**config.mk**
```make
export PLATFORM = sky130hd
export DESIGN_NAME = bw_policy_ctrl
export DESIGN_NICKNAME = d
export VERILOG_FILES = /design/src/rtl/bw_policy_ctrl.sv
export SDC_FILE = /design/constraint.sdc
export NUM_CORES = 1
export LEC_CHECK = 0
export BUFFER_PORTS_ARGS = -buffer_cell sky130_fd_sc_hd__buf_2
export CAP_MARGIN = 20
export CELL_PAD_IN_SITES_DETAIL_PLACEMENT = 1
export CELL_PAD_IN_SITES_GLOBAL_PLACEMENT = 1
export CORE_ASPECT_RATIO = 0.9
export CORE_MARGIN = 4
export CORE_UTILIZATION = 49
export DETAILED_ROUTE_END_ITERATION = 10
export GPL_ROUTABILITY_DRIVEN = 0
export PLACE_DENSITY_LB_ADDON = 0.1
export SLEW_MARGIN = 20
export SYNTH_ARGS = -nofsm -noshare
export SYNTH_HDL_FRONTEND = slang
export SYNTH_SLANG_ARGS = --single-unit
```
**constraint.sdc**
```tcl
create_clock -name clk -period 3.5 [get_ports clk]
set_clock_uncertainty 0.1 [all_clocks]
set_input_delay 0.7 -clock clk [delete_from_list [all_inputs] [get_ports clk]]
set_output_delay 0.7 -clock clk [all_outputs]
set_load 0.01 [all_outputs]
```
**src/rtl/bw_policy_ctrl.sv**
```systemverilog
module bw_policy_ctrl #(
  parameter int CNT_W  = 16,
  parameter int FRAC_W = 8
) (
  input  logic              clk,
  input  logic              rst_n,
  input  logic              mem_xfer,
  input  logic [CNT_W-1:0]  win_len,
  input  logic [FRAC_W-1:0] util_thresh,
  output logic              filter_en,
  output logic [CNT_W-1:0]  util_busy
);
  localparam int PW = CNT_W + FRAC_W;

  logic [CNT_W-1:0] cyc, busy_cnt, busy_total;
  logic [PW-1:0]    busy_scaled, thr_scaled;
  logic             win_last, heavy, prev_heavy;

  assign win_last    = (win_len <= CNT_W'(1)) || (cyc >= win_len - CNT_W'(1));
  assign busy_total  = busy_cnt + CNT_W'(mem_xfer);
  assign busy_scaled = {busy_total, {FRAC_W{1'b0}}};
  assign thr_scaled  = PW'(util_thresh) * PW'(win_len);
  assign heavy       = busy_scaled > thr_scaled;

  always_ff @(posedge clk or negedge rst_n) begin
    if (!rst_n) begin
      cyc        <= '0;
      busy_cnt   <= '0;
      util_busy  <= '0;
      filter_en  <= 1'b1;
      prev_heavy <= 1'b1;
    end else if (win_last) begin
      cyc        <= '0;
      busy_cnt   <= '0;
      util_busy  <= busy_total;
      prev_heavy <= heavy;
      if (heavy == prev_heavy) filter_en <= heavy;
    end else begin
      cyc      <= cyc + CNT_W'(1);
      busy_cnt <= busy_total;
    end
  end
endmodule

```
# After elaboration in Yosys (flattened, before gate mapping)
# Cells that the tools add are included.
dict set report totals {
  ff_bits 50
  input_bits 27
  output_inout_bits 17
  elab_cells 17
}
dict set report op_classes {
  n_addsub 3
  n_mul 1
  order_cmp 3
  n_eq_ne 1
  n_mux 2
  reduce_logical 2
}
# cell n
set op_table {}
lappend op_table {{$mux 16} 2}
lappend op_table {{$gt 24x24->1} 1}
lappend op_table {{$mul 8x16->24} 1}
lappend op_table {{$add 16x1->16} 1}
lappend op_table {{$add 16x1->16 const B} 1}
lappend op_table {{$ge 16x16->1} 1}
lappend op_table {{$le 16x1->1 const B} 1}
lappend op_table {{$sub 16x1->16 const B} 1}
lappend op_table {{$reduce_and 2->1} 1}
lappend op_table {{$eq 1x1->1} 1}
lappend op_table {{$logic_or 1x1->1} 1}

# Longest topological paths before layout
# Gate-level depths: netlist of the first run.
dict set report logic_depth {
  depth_word 4
  depth_mapped 25
  depth_no_buf 23
}

# Worst setup path before layout of the first run
# OpenSTA, ideal clock, no wires.
dict set report synth_timing {
  path_type {input -> register}
  startpoint {in win_len[4]}
  endpoint {reg prev_heavy}
  setup_time_ps 78
  arrival_ps 6238
  required_ps 3322
  path_slack_ps -2916
  cell_stages 21
  n_path_buf 1
  cell_sequence {clkbuf_1 > and2_1 > fa_1 > fa_1 > fa_1 > inv_1 > fa_1 > inv_1 > ha_1 > a21oi_1 > o21ai_0 > or3_1 > o211ai_2 > or4b_1 > o311a_1 > ha_1 > nand4_1 > nor4_1 > a222oi_1 > or3b_2 > a31o_1}
}
dict set report synth_via {
  elab_chain_len 3
  elab_cells_between_ends 6
  classes_between {1 x add/sub; 1 x mul; 3 x order compare; 1 x reduce/logical}
}
# element line_no
set synth_lines {}
lappend synth_lines {{start: declaration} 8} ;# input logic [CNT_W-1:0] win_len,
lappend synth_lines {{parallel branches: the longest is 3 deep, another holds $mul 8x16->24} --}
lappend synth_lines {{end signal: assignment} 36} ;# prev_heavy <= heavy;
lappend synth_lines {{end: declaration} 17} ;# logic win_last, heavy, prev_heavy;
# Parallel ways; which one is timed is not known.
# A chain may end at the register's enable or synchronous reset.

# Worst setup path in the final report of the first run
dict set report layout_timing {
  startpoint {in win_len[11]}
  endpoint {reg prev_heavy}
}
# The elaborated chain is that of the path after synthesis.

==> results.sh, run 1 <==
export IMPL_status="finished, violations left"
export IMPL_violations="setup timing"
export IMPL_rows=42
export IMPL_maxCapViolCount=0
export IMPL_n_antenna_cell=0
export IMPL_pwr_share_comb_pct=83.6
export IMPL_dp_hpwl_um=19000
export IMPL_cts_tree="done"
export IMPL_synth_nets=1010
export IMPL_num_vias=7632
export IMPL_num_fill_cells=1597
export IMPL_clk_pin_slew_ns=0.08
export IMPL_synth_warnings=0
export IMPL_start_util_pct=50.2
export IMPL_relSlewSlack_pct=41.4
export IMPL_initialDrtViolationCount=625
export IMPL_synth_main_ff_cell="dfrtp_1"
export IMPL_setup_viol=50
export IMPL_most_common_layout_cells="buf_4, inv_1, and2_1"
export IMPL_hold_viol=0
export IMPL_ys_ff_latch=50
export IMPL_nets=1199
export IMPL_synth_top_family_by_area="adder cells"
export IMPL_synth_xor_area_share_pct=6.76
export IMPL_fin_ws_ns=-3.30
export IMPL_post_route_util_pct=69.0
export IMPL_fp_dieH_um=124
export IMPL_switching_share_pct=50.7
export IMPL_peakVddDrop_mv=0.401
export IMPL_ys_async_sr_fraction_pct=100
export IMPL_syn_area_per_cell_sq_um=9.02
export IMPL_reg2reg_from="busy_cnt[2]"
export IMPL_r2r_slack_ns=-0.43
export IMPL_rsz0062_at_grt="yes"
export IMPL_synth_top_cell_area_share_pct=22.8
export IMPL_synth_area_sq_mm=0.00738
export IMPL_clkPwrFrac_pct=7.0
export IMPL_min_period_over_period_pct=194
export IMPL_leakage_nw=4.99
export IMPL_finalPower_w=0.00829
export IMPL_endpoint_kind="flop"
export IMPL_max_freq_ghz=0.147
export IMPL_cts_root_buf="clkbuf_16"
export IMPL_grt_max_degree=37
export IMPL_clock_sinks=50
export IMPL_ys_seq_area_share_pct=17.0
export IMPL_rr_endpoint="prev_heavy"
export IMPL_syn2layout_area_growth_pct=37.5
export IMPL_antenna_found_initial=0
export IMPL_dr_pass1_iters=5
export IMPL_cts_made_buffers=5
export IMPL_wl_um=35700
export IMPL_dieArea_sq_mm=0.0171
export IMPL_hp_class="in -> async"
export IMPL_layout_drive_gt1_share_pct=34.0
export IMPL_synth_top_area_cell="fa_1"
export IMPL_crit_type="in -> reg"
export IMPL_switching_power_w=0.00420
export IMPL_arrival_ns=6.92
export IMPL_ys_types=61
export IMPL_port_buffers=43
export IMPL_r2r_cells=11
export IMPL_synth_compound_area_share_pct=7.24
export IMPL_muxShareOfSynthArea_pct=2.58
export IMPL_critPathLaunchType="input pin"
export IMPL_track_usage_pct=32.8
export IMPL_final_max_slew_violation_count=0
export IMPL_viasPerCell=6.33
export IMPL_period_minus_slack_ns=6.80
export IMPL_drc=0
export IMPL_grt_pass1_wl_um=43100
export IMPL_p_seq_share_pct=9.4
export IMPL_seq_area_sq_mm=0.00125
export IMPL_fin_area_sq_mm=0.0101
export IMPL_grt_pass1_vias=8104
export IMPL_multiInputGateArea_sq_mm=0.00618
export IMPL_power_internal_w=0.00409
export IMPL_synth_edf_count=0
export IMPL_antenna_left=0
export IMPL_clk_path_buf_depth=2
export IMPL_gr_total_overflow=0
export IMPL_pin_count=44
export IMPL_worst_pin_slew_ns=0.878
export IMPL_place_area_sq_mm=0.00879
export IMPL_clock_latency_ns=0.31
export IMPL_crit_fanout=6
export IMPL_cts_htree_levels=2
export IMPL_power_per_cell_area_mw_per_mm2=817
export IMPL_netlist_top_cells_area="fa_1, dfrtp_1, ha_1"
export IMPL_die_x_um=137
export IMPL_synth_cells=818
export IMPL_layout_commonest_cell="buf_4"
export IMPL_yosys_area_share_simple_pct=22.1
export IMPL_core_area_sq_mm=0.0147
export IMPL_cp_required_ns=3.63
export IMPL_synthAdderAreaFrac_pct=36.5
export IMPL_wl_per_cell_um=29.6
## cells by family (layout without fill, tap and decap cells)
family	Yosys count	after routing
adders and majority gates	165	165
and+or+nand+nor	303	303
muxes	17	17
DFF	50	50
buffers and inverters	146	336
xor gates and xnor gates	57	57
AOI/OAI and AO/OA	80	80
## power groups by stage
stage	clock network (W)	registers [W]	logic, W
3_3_place_gp	0	0.000758	0.00467
4_1_cts	0.000560	0.000757	0.00546
5_1_grt	0.000602	0.000788	0.00729
6_report	0.000577	0.000782	0.00693
2_1_floorplan	0	0.000742	0.00296
3_5_place_dp	0	0.000764	0.00504
## critical path: stages
cell and delay, ns:
buf_2 0.16, buf_4 0.17, and2_1 0.14, fa_1 0.51, fa_1 0.47, fa_1 0.58, inv_1 0.08, fa_1 0.58
inv_1 0.07, ha_1 0.28, nor3_1 0.30, nor2_1 0.13, nand4_1 0.17, nand3_2 0.12, buf_4 0.17, a311oi_2 0.30
ha_1 0.32, a21oi_1 0.30, nand2_1 0.20, a222oi_1 0.45, or3b_4 0.45, a31o_1 0.24
## synthesized netlist by cell type (all sizes together) (4+ instances only)
cell,n
clkbuf,24
o31ai,4
and2,100
a21o,5
a21oi,23
nand2b,6
fa,84
o21ai,14
dfrtp,48
inv,116
xnor2,32
nor2,53
and3,6
ha,81
xor2,25
mux2,16
nor3,11
buf,6
nor2b,15
nand2,56
nand3,24
nand4,14
nor4,5
o21a,5
## per-layer routing
layer | global-route usage [%] | share of wire [%] | up-vias
met4 | 16.5 | 8.7 | 0
met3 | 6.87 | 7.6 | 258
met1 | 36.4 | 33 | 3817
met5 | 0 | 0 | -
met2 | 58.2 | 50 | 533
li1 | - | - | 3024
## sequential cells by signal, indices dropped and copies added (netlist names)
register and flops:
prev_heavy 1, filter_en 1, busy_cnt 16, cyc 16, util_busy 16
## how the worst max path moves through the flow
| stage | cells past startpoint | startpoint | slack [ns] | end |
|---|---|---|---|---|
| after global routing | 23 | util_thresh[2] | -3.25 | prev_heavy |
| after detailed placement | 21 | win_len[1] | -3.10 | prev_heavy |
| after global placement | 21 | util_thresh[2] | -2.87 | prev_heavy |
| final | 22 | win_len[11] | -3.30 | prev_heavy |
| after CTS | 22 | util_thresh[5] | -2.57 | filter_en |
| after floorplan | 21 | util_thresh[2] | -2.59 | prev_heavy |
## final cells by class
cell class | instances | share of cell area [%]
Multi-Input combinational cell | 622 | 60.9
Timing Repair Buffer | 212 | 18.4
Sequential cell | 50 | 12.4
Inverter | 116 | 4.29
Tap cell | 198 | 2.44
Clock buffer | 7 | 1.31
Clock inverter | 1 | 0.296
## stage by stage
step	cells	worst slack, ns	setup TNS (ns)	hold WS (ns)
floorplan	818	-2.59	-5.15	0.304
global placement	1154	-2.87	-22.14	0.362
detailed placement	1154	-3.10	-27.99	0.371
CTS	1187	-2.57	-10.46	0.398
global route	1206	-3.25	-28.54	0.435
finish	1206	-3.30	-27.46	0.407
## what timing repair did
item                                    in CTS  in global routing
hold buffers                                 0                  0
cloned                                       4                  3
pin swaps                                   32                 50
resized for setup                           86                100
setup buffers                               21                 21
endpoints found under the hold margin        0                  0
endpoints found under the setup margin      50                 50
Power figures use the tool's default switching activity.
==> run 2, diff against run 1 <==
--- a/config.mk
+++ b/config.mk
@@ -5,14 +5,14 @@
 export SDC_FILE = /design/constraint.sdc
 export NUM_CORES = 1
 export LEC_CHECK = 0
-export BUFFER_PORTS_ARGS = -buffer_cell sky130_fd_sc_hd__buf_2
 export CAP_MARGIN = 20
 export CELL_PAD_IN_SITES_DETAIL_PLACEMENT = 1
 export CELL_PAD_IN_SITES_GLOBAL_PLACEMENT = 1
 export CORE_ASPECT_RATIO = 0.9
 export CORE_MARGIN = 4
-export CORE_UTILIZATION = 49
+export CORE_UTILIZATION = 51
 export DETAILED_ROUTE_END_ITERATION = 10
+export DONT_BUFFER_PORTS = 1
 export GPL_ROUTABILITY_DRIVEN = 0
 export PLACE_DENSITY_LB_ADDON = 0.1
 export SLEW_MARGIN = 20
==> constraint.sdc (replaced) <==
create_clock -name clk -period 7 [get_ports clk]
set_clock_uncertainty 0.1 [all_clocks]
set_input_delay 1.4 -clock clk [delete_from_list [all_inputs] [get_ports clk]]
set_output_delay 1.4 -clock clk [all_outputs]
set_load 0.01 [all_outputs]
==> run 2 against run 1 <==
The flow now finishes without violations. Worst setup slack better by 3.4 ns. Critical path depth down 1. Via count down 24%. First-iteration DRC count down 61%. Register-to-register slack better by 4.0 ns. Cell count down 15%. Sequential cell count unchanged. Design area down 20%. Critical endpoint unchanged. Highest routed layer unchanged.
==> results.sh, run 2 (same netlist as run 1, synthesis figures left out) <==
export IMPL_status="complete, no violations"
export IMPL_port_buffers=0
export IMPL_cts_tree="done"
export IMPL_endpoint_kind="flop"
export IMPL_critPathLaunchType="input pin"
export IMPL_leakage_nw=3.99
export IMPL_largest_registers="busy_cnt x16, cyc x16, util_busy x16"
export IMPL_reg2reg_from="busy_cnt[2]"
export IMPL_crit_type="in -> reg"
export IMPL_rr_endpoint="prev_heavy"
export IMPL_rows=41
export IMPL_power_per_cell_area_mw_per_mm2=390
export IMPL_hold_viol=0
export IMPL_viasPerCell=5.66
export IMPL_num_vias=5817
export IMPL_r2r_slack_ns=3.57
export IMPL_wl_um=20400
export IMPL_cts_root_buf="clkbuf_16"
export IMPL_clk_pin_slew_ns=0.07
export IMPL_dp_hpwl_um=16300
export IMPL_period_minus_slack_ns=6.86
export IMPL_r2r_cells=11
export IMPL_grt_pass1_vias=6457
export IMPL_grt_pass1_wl_um=33600
export IMPL_cp_required_ns=7.13
export IMPL_gr_total_overflow=0
export IMPL_layout_drive_gt1_share_pct=9.70
export IMPL_critPathCapture="prev_heavy"
export IMPL_final_max_slew_violation_count=0
export IMPL_dr_pass1_iters=4
export IMPL_placed_cells=1014
export IMPL_critPathLaunch="util_thresh[2]"
export IMPL_pin_count=44
export IMPL_die_x_um=135
export IMPL_peakVddDrop_mv=0.302
export IMPL_track_usage_pct=25.9
export IMPL_syn2layout_area_growth_pct=10.6
export IMPL_dieArea_sq_mm=0.0165
export IMPL_clock_sinks=50
export IMPL_fin_cells=1028
export IMPL_min_from="util_busy[4]"
export IMPL_maxCapViolCount=0
export IMPL_core_area_sq_mm=0.0141
export IMPL_fp_dieH_um=122
export IMPL_antenna_left=0
export IMPL_layout_commonest_cell="inv_1"
export IMPL_n_antenna_cell=0
export IMPL_clock_latency_ns=0.30
export IMPL_clk_path_buf_depth=2
export IMPL_drc=0
export IMPL_setup_viol=0
export IMPL_holdPathStages=1
export IMPL_nets=1026
export IMPL_crit_fanout=16
export IMPL_cts_made_buffers=5
export IMPL_cts_htree_levels=2
export IMPL_finalPower_w=0.00319
export IMPL_worst_pin_slew_ns=0.681
export IMPL_most_common_layout_cells="inv_1, and2_1, fa_1"
export IMPL_postCtsHoldBufs=0
export IMPL_hp_class="reg -> reg"
export IMPL_grt_max_degree=52
export IMPL_initialDrtViolationCount=244
export IMPL_start_util_pct=52.3
export IMPL_max_freq_ghz=0.146
export IMPL_wl_per_cell_um=19.9
export IMPL_relSlewSlack_pct=54.2
export IMPL_min_period_over_period_pct=98.0
export IMPL_arrival_ns=6.99
export IMPL_antenna_found_initial=0
run 2: cell types whose count changed in the layout (fill, tap and decap cells not counted), sizes merged:
cell | previous run | this run
inv | 116 | 117
clkbuf | 10 | 6
buf | 208 | 39
bufbuf | 1 | 0
run 2: area by class of cell:
type                    count  area [sq um]
clock buffers               6           139
inverters                 116           435
repair buffers             39           293
multi-input cells         622          5770
fillers                  1643          5940
well taps                 193           241
clock inverters             2          38.8
flip-flops and latches     50          1250
run 2: stage by stage:
stage                     TNS [ns]  util (%)  cell area, sq um  hold WS (ns)  worst slack, ns
after floorplan                  0         -              7410         0.388           0.0113
after global placement      -0.344      55.0              7750         0.439           -0.197
after detailed placement    -0.622      55.0              7750         0.454           -0.335
after CTS                        0      56.2              7930         0.470           0.0214
after global routing        -0.142      57.9              8170         0.480          -0.0996
final                            0      57.9              8170         0.465            0.143
run 2: timing repair:
| item | 4_1_cts | 5_1_grt |
|---|---|---|
| cloned | 0 | 0 |
| resized for setup | 2 | 32 |
| setup endpoints to repair | 2 | 2 |
| hold endpoints to repair | 0 | 0 |
| pin swaps | 0 | 28 |
| buffers inserted | 0 | 6 |
run 2: worst min path at each step:
stage                   end  slack, ns
3_3_place_gp         cyc[0]       0.44
5_1_grt        util_busy[4]       0.48
4_1_cts             cyc[15]       0.47
2_1_floorplan        cyc[0]       0.39
6_report       util_busy[4]       0.47
3_5_place_dp        cyc[15]       0.45
run 2: report_power, final:
| group | switching [W] | internal, W |
|---|---|---|
| Sequential | 0.0000477 | 0.000333 |
| Combinational | 0.00137 | 0.00114 |
| Clock | 0.000119 | 0.000180 |
run 2: per-layer routing:
metal  track usage (%)  part of all wire [%]
met5                 0                     0
met4              5.60                   1.7
met3              4.29                   3.9
met2              44.9                    51
met1              34.4                    44
run 2: critical path: stages:
cell and delay (ns):
and2_1 0.16, fa_1 0.51, fa_1 0.53, fa_1 0.55, inv_1 0.06, fa_1 0.53, inv_1 0.06, ha_4 0.31
nand4_1 0.27, nor2_1 0.18, o31a_1 0.18, o21ai_1 0.09, buf_4 0.18, o31ai_4 0.26, xnor2_1 0.11, ha_1 0.32
nand4_1 0.23, nor4_4 0.09, a222oi_1 0.34, or3b_4 0.42, a31o_1 0.22
==> run 3, diff against run 2 <==
--- a/config.mk
+++ b/config.mk
@@ -6,7 +6,7 @@
 export NUM_CORES = 1
 export LEC_CHECK = 0
 export CAP_MARGIN = 20
-export CELL_PAD_IN_SITES_DETAIL_PLACEMENT = 1
+export CELL_PAD_IN_SITES_DETAIL_PLACEMENT = 0
 export CELL_PAD_IN_SITES_GLOBAL_PLACEMENT = 1
 export CORE_ASPECT_RATIO = 0.9
 export CORE_MARGIN = 4
==> run 3 against run 2 <==
Cell count decreased by 0.58%. Register-to-register slack improved by 0.11 ns. Hold slack got worse by 0.011 ns. Critical path depth decreased by 1. Critical endpoint unchanged. Largest power group unchanged.
==> results.sh, run 3 (same netlist as run 1, synthesis figures left out) <==
export IMPL_status="complete, no violations"
export IMPL_cts_root_buf="clkbuf_16"
export IMPL_hold_slack_ns=0.454
export IMPL_setup_viol=0
export IMPL_fin_cells=1022
export IMPL_grt_max_degree=52
export IMPL_wl_per_cell_um=16.7
export IMPL_critPathLaunchType="input pin"
export IMPL_dieArea_sq_mm=0.0165
export IMPL_place_ws_ns=-0.260
export IMPL_nets=1020
export IMPL_die_x_um=135
export IMPL_clk_pin_slew_ns=0.07
export IMPL_track_usage_pct=22.1
export IMPL_syn2layout_area_growth_pct=7.73
export IMPL_initialDrtViolationCount=331
export IMPL_hp_class="reg -> reg"
export IMPL_worst_pin_slew_ns=0.636
export IMPL_clock_sinks=50
export IMPL_fp_dieH_um=122
export IMPL_power_per_cell_area_mw_per_mm2=351
export IMPL_final_max_slew_violation_count=0
export IMPL_rsz0062_at_grt="no"
export IMPL_cts_htree_levels=2
export IMPL_cts_made_buffers=5
export IMPL_multiInputGateArea_sq_mm=0.00562
export IMPL_cts_setup_buffers=0
export IMPL_antenna_left=0
export IMPL_wl_um=17100
export IMPL_layout_commonest_cell="inv_1"
export IMPL_dr_pass1_iters=5
export IMPL_grt_pass1_vias=5666
export IMPL_clock_latency_ns=0.29
export IMPL_period_minus_slack_ns=6.77
export IMPL_min_period_over_period_pct=96.7
export IMPL_hold_viol=0
export IMPL_postCtsHoldBufs=0
export IMPL_leakage_nw=3.92
export IMPL_endpoint_kind="flop"
export IMPL_viasPerCell=5.39
export IMPL_cp_required_ns=7.12
export IMPL_num_fill_cells=1285
export IMPL_crit_type="in -> reg"
export IMPL_grt_pass1_wl_um=29200
export IMPL_fin_ws_ns=0.233
export IMPL_peakVddDrop_mv=0.328
export IMPL_clk_path_buf_depth=2
export IMPL_n_antenna_cell=0
export IMPL_crit_fanout=16
export IMPL_crit_slowest_cell="fa_1"
export IMPL_crit_chain="and2_1, fa_1, fa_1, fa_1, inv_1, fa_1, inv_1, ha_4, a21oi_2, o21ai_2, or3_1, o211ai_2, or4b_1, o311a_1, ha_1, nand4_1, nor4_2, a222oi_1, or3b_4, a31o_1"
export IMPL_placed_cells=1014
export IMPL_gr_total_overflow=0
export IMPL_pin_count=44
export IMPL_drc=0
export IMPL_maxCapViolCount=0
export IMPL_port_buffers=0
export IMPL_antenna_found_initial=0
export IMPL_core_area_sq_mm=0.0141
export IMPL_cts_tree="done"
export IMPL_arrival_ns=6.89
export IMPL_layout_drive_gt1_share_pct=7.36
export IMPL_most_common_layout_cells="inv_1, and2_1, fa_1"
export IMPL_crit_path_max_incr_delay_ns=0.58
export IMPL_num_vias=5509
export IMPL_setup_tns_ns=0
export IMPL_rows=41
export IMPL_largest_registers="busy_cnt x16, cyc x16, util_busy x16"
export IMPL_seq_area_sq_mm=0.00125
export IMPL_max_freq_ghz=0.148
export IMPL_cpMostUsedCell="fa_1"
export IMPL_dp_hpwl_um=14200
export IMPL_start_util_pct=52.3
export IMPL_relSlewSlack_pct=57.2
-- run 3: cell types whose count changed in the layout (fill, tap and decap cells not counted), sizes merged --
cell,delta
bufinv,-1
buf,-6
clkinvlp,+1
-- run 3: area by class of cell --
type | count | share of cell area (%)
clock inverter | 2 | 0.205
multi-input combinational | 622 | 70.7
tap | 193 | 3.04
inverter | 116 | 5.48
sequential | 50 | 15.8
timing repair buffer | 33 | 3.12
clock buffer | 6 | 1.75
-- run 3: final timing paths --
kind | slack (ns) | end | cells past startpoint | from
max reg2reg | 3.68 | prev_heavy | 11 | busy_cnt[2]
min reg2reg | 0.45 | cyc[0] | 1 | cyc[0]
min in group asynchronous | 0.70 | busy_cnt[11] | 0 | rst_n
max in group asynchronous | 5.92 | prev_heavy | 0 | rst_n
max | 0.23 | prev_heavy | 20 | util_thresh[7]
min | 0.45 | cyc[0] | 1 | cyc[0]
-- run 3: metal layers --
layer | wire length, um | vias up | GRT usage (%)
li1 | - | 2658 | -
met1 | 7940 | 2712 | 32.6
met2 | 7960 | 127 | 35.3
met3 | 1020 | 12 | 3.88
met4 | 155 | 0 | 2.42
met5 | 0 | - | 0
-- run 3: critical path, delay by kind of cell --
kind	cells	cell delay (ns)
buffers and inverters	2	0.11
AOI/OAI and AO/OA	6	1.11
and+or+nand+nor	6	1.59
adders and majority gates	6	2.65
-- run 3: metrics by stage --
step | util [%] | cell area (sq um) | total power [W]
6_report | 56.4 | 7950 | 0.00279
5_1_grt | 56.4 | 7950 | 0.00311
3_5_place_dp | 55.0 | 7750 | 0.00248
2_1_floorplan | - | 7410 | 0.00180
4_1_cts | 56.1 | 7910 | 0.00275
3_3_place_gp | 55.0 | 7750 | 0.00244
-- run 3: where the power goes --
| group | switching [W] | internal, W | total [W] |
|---|---|---|---|
| sequential | 0.0000457 | 0.000333 | 0.000379 |
| clock | 0.000108 | 0.000144 | 0.000251 |
| combinational | 0.00116 | 0.00100 | 0.00216 |
-- run 3: what timing repair did --
item	4_1_cts	5_1_grt
endpoints found under the hold margin	0	0
gates resized for setup	0	10
endpoints found under the setup margin	0	2
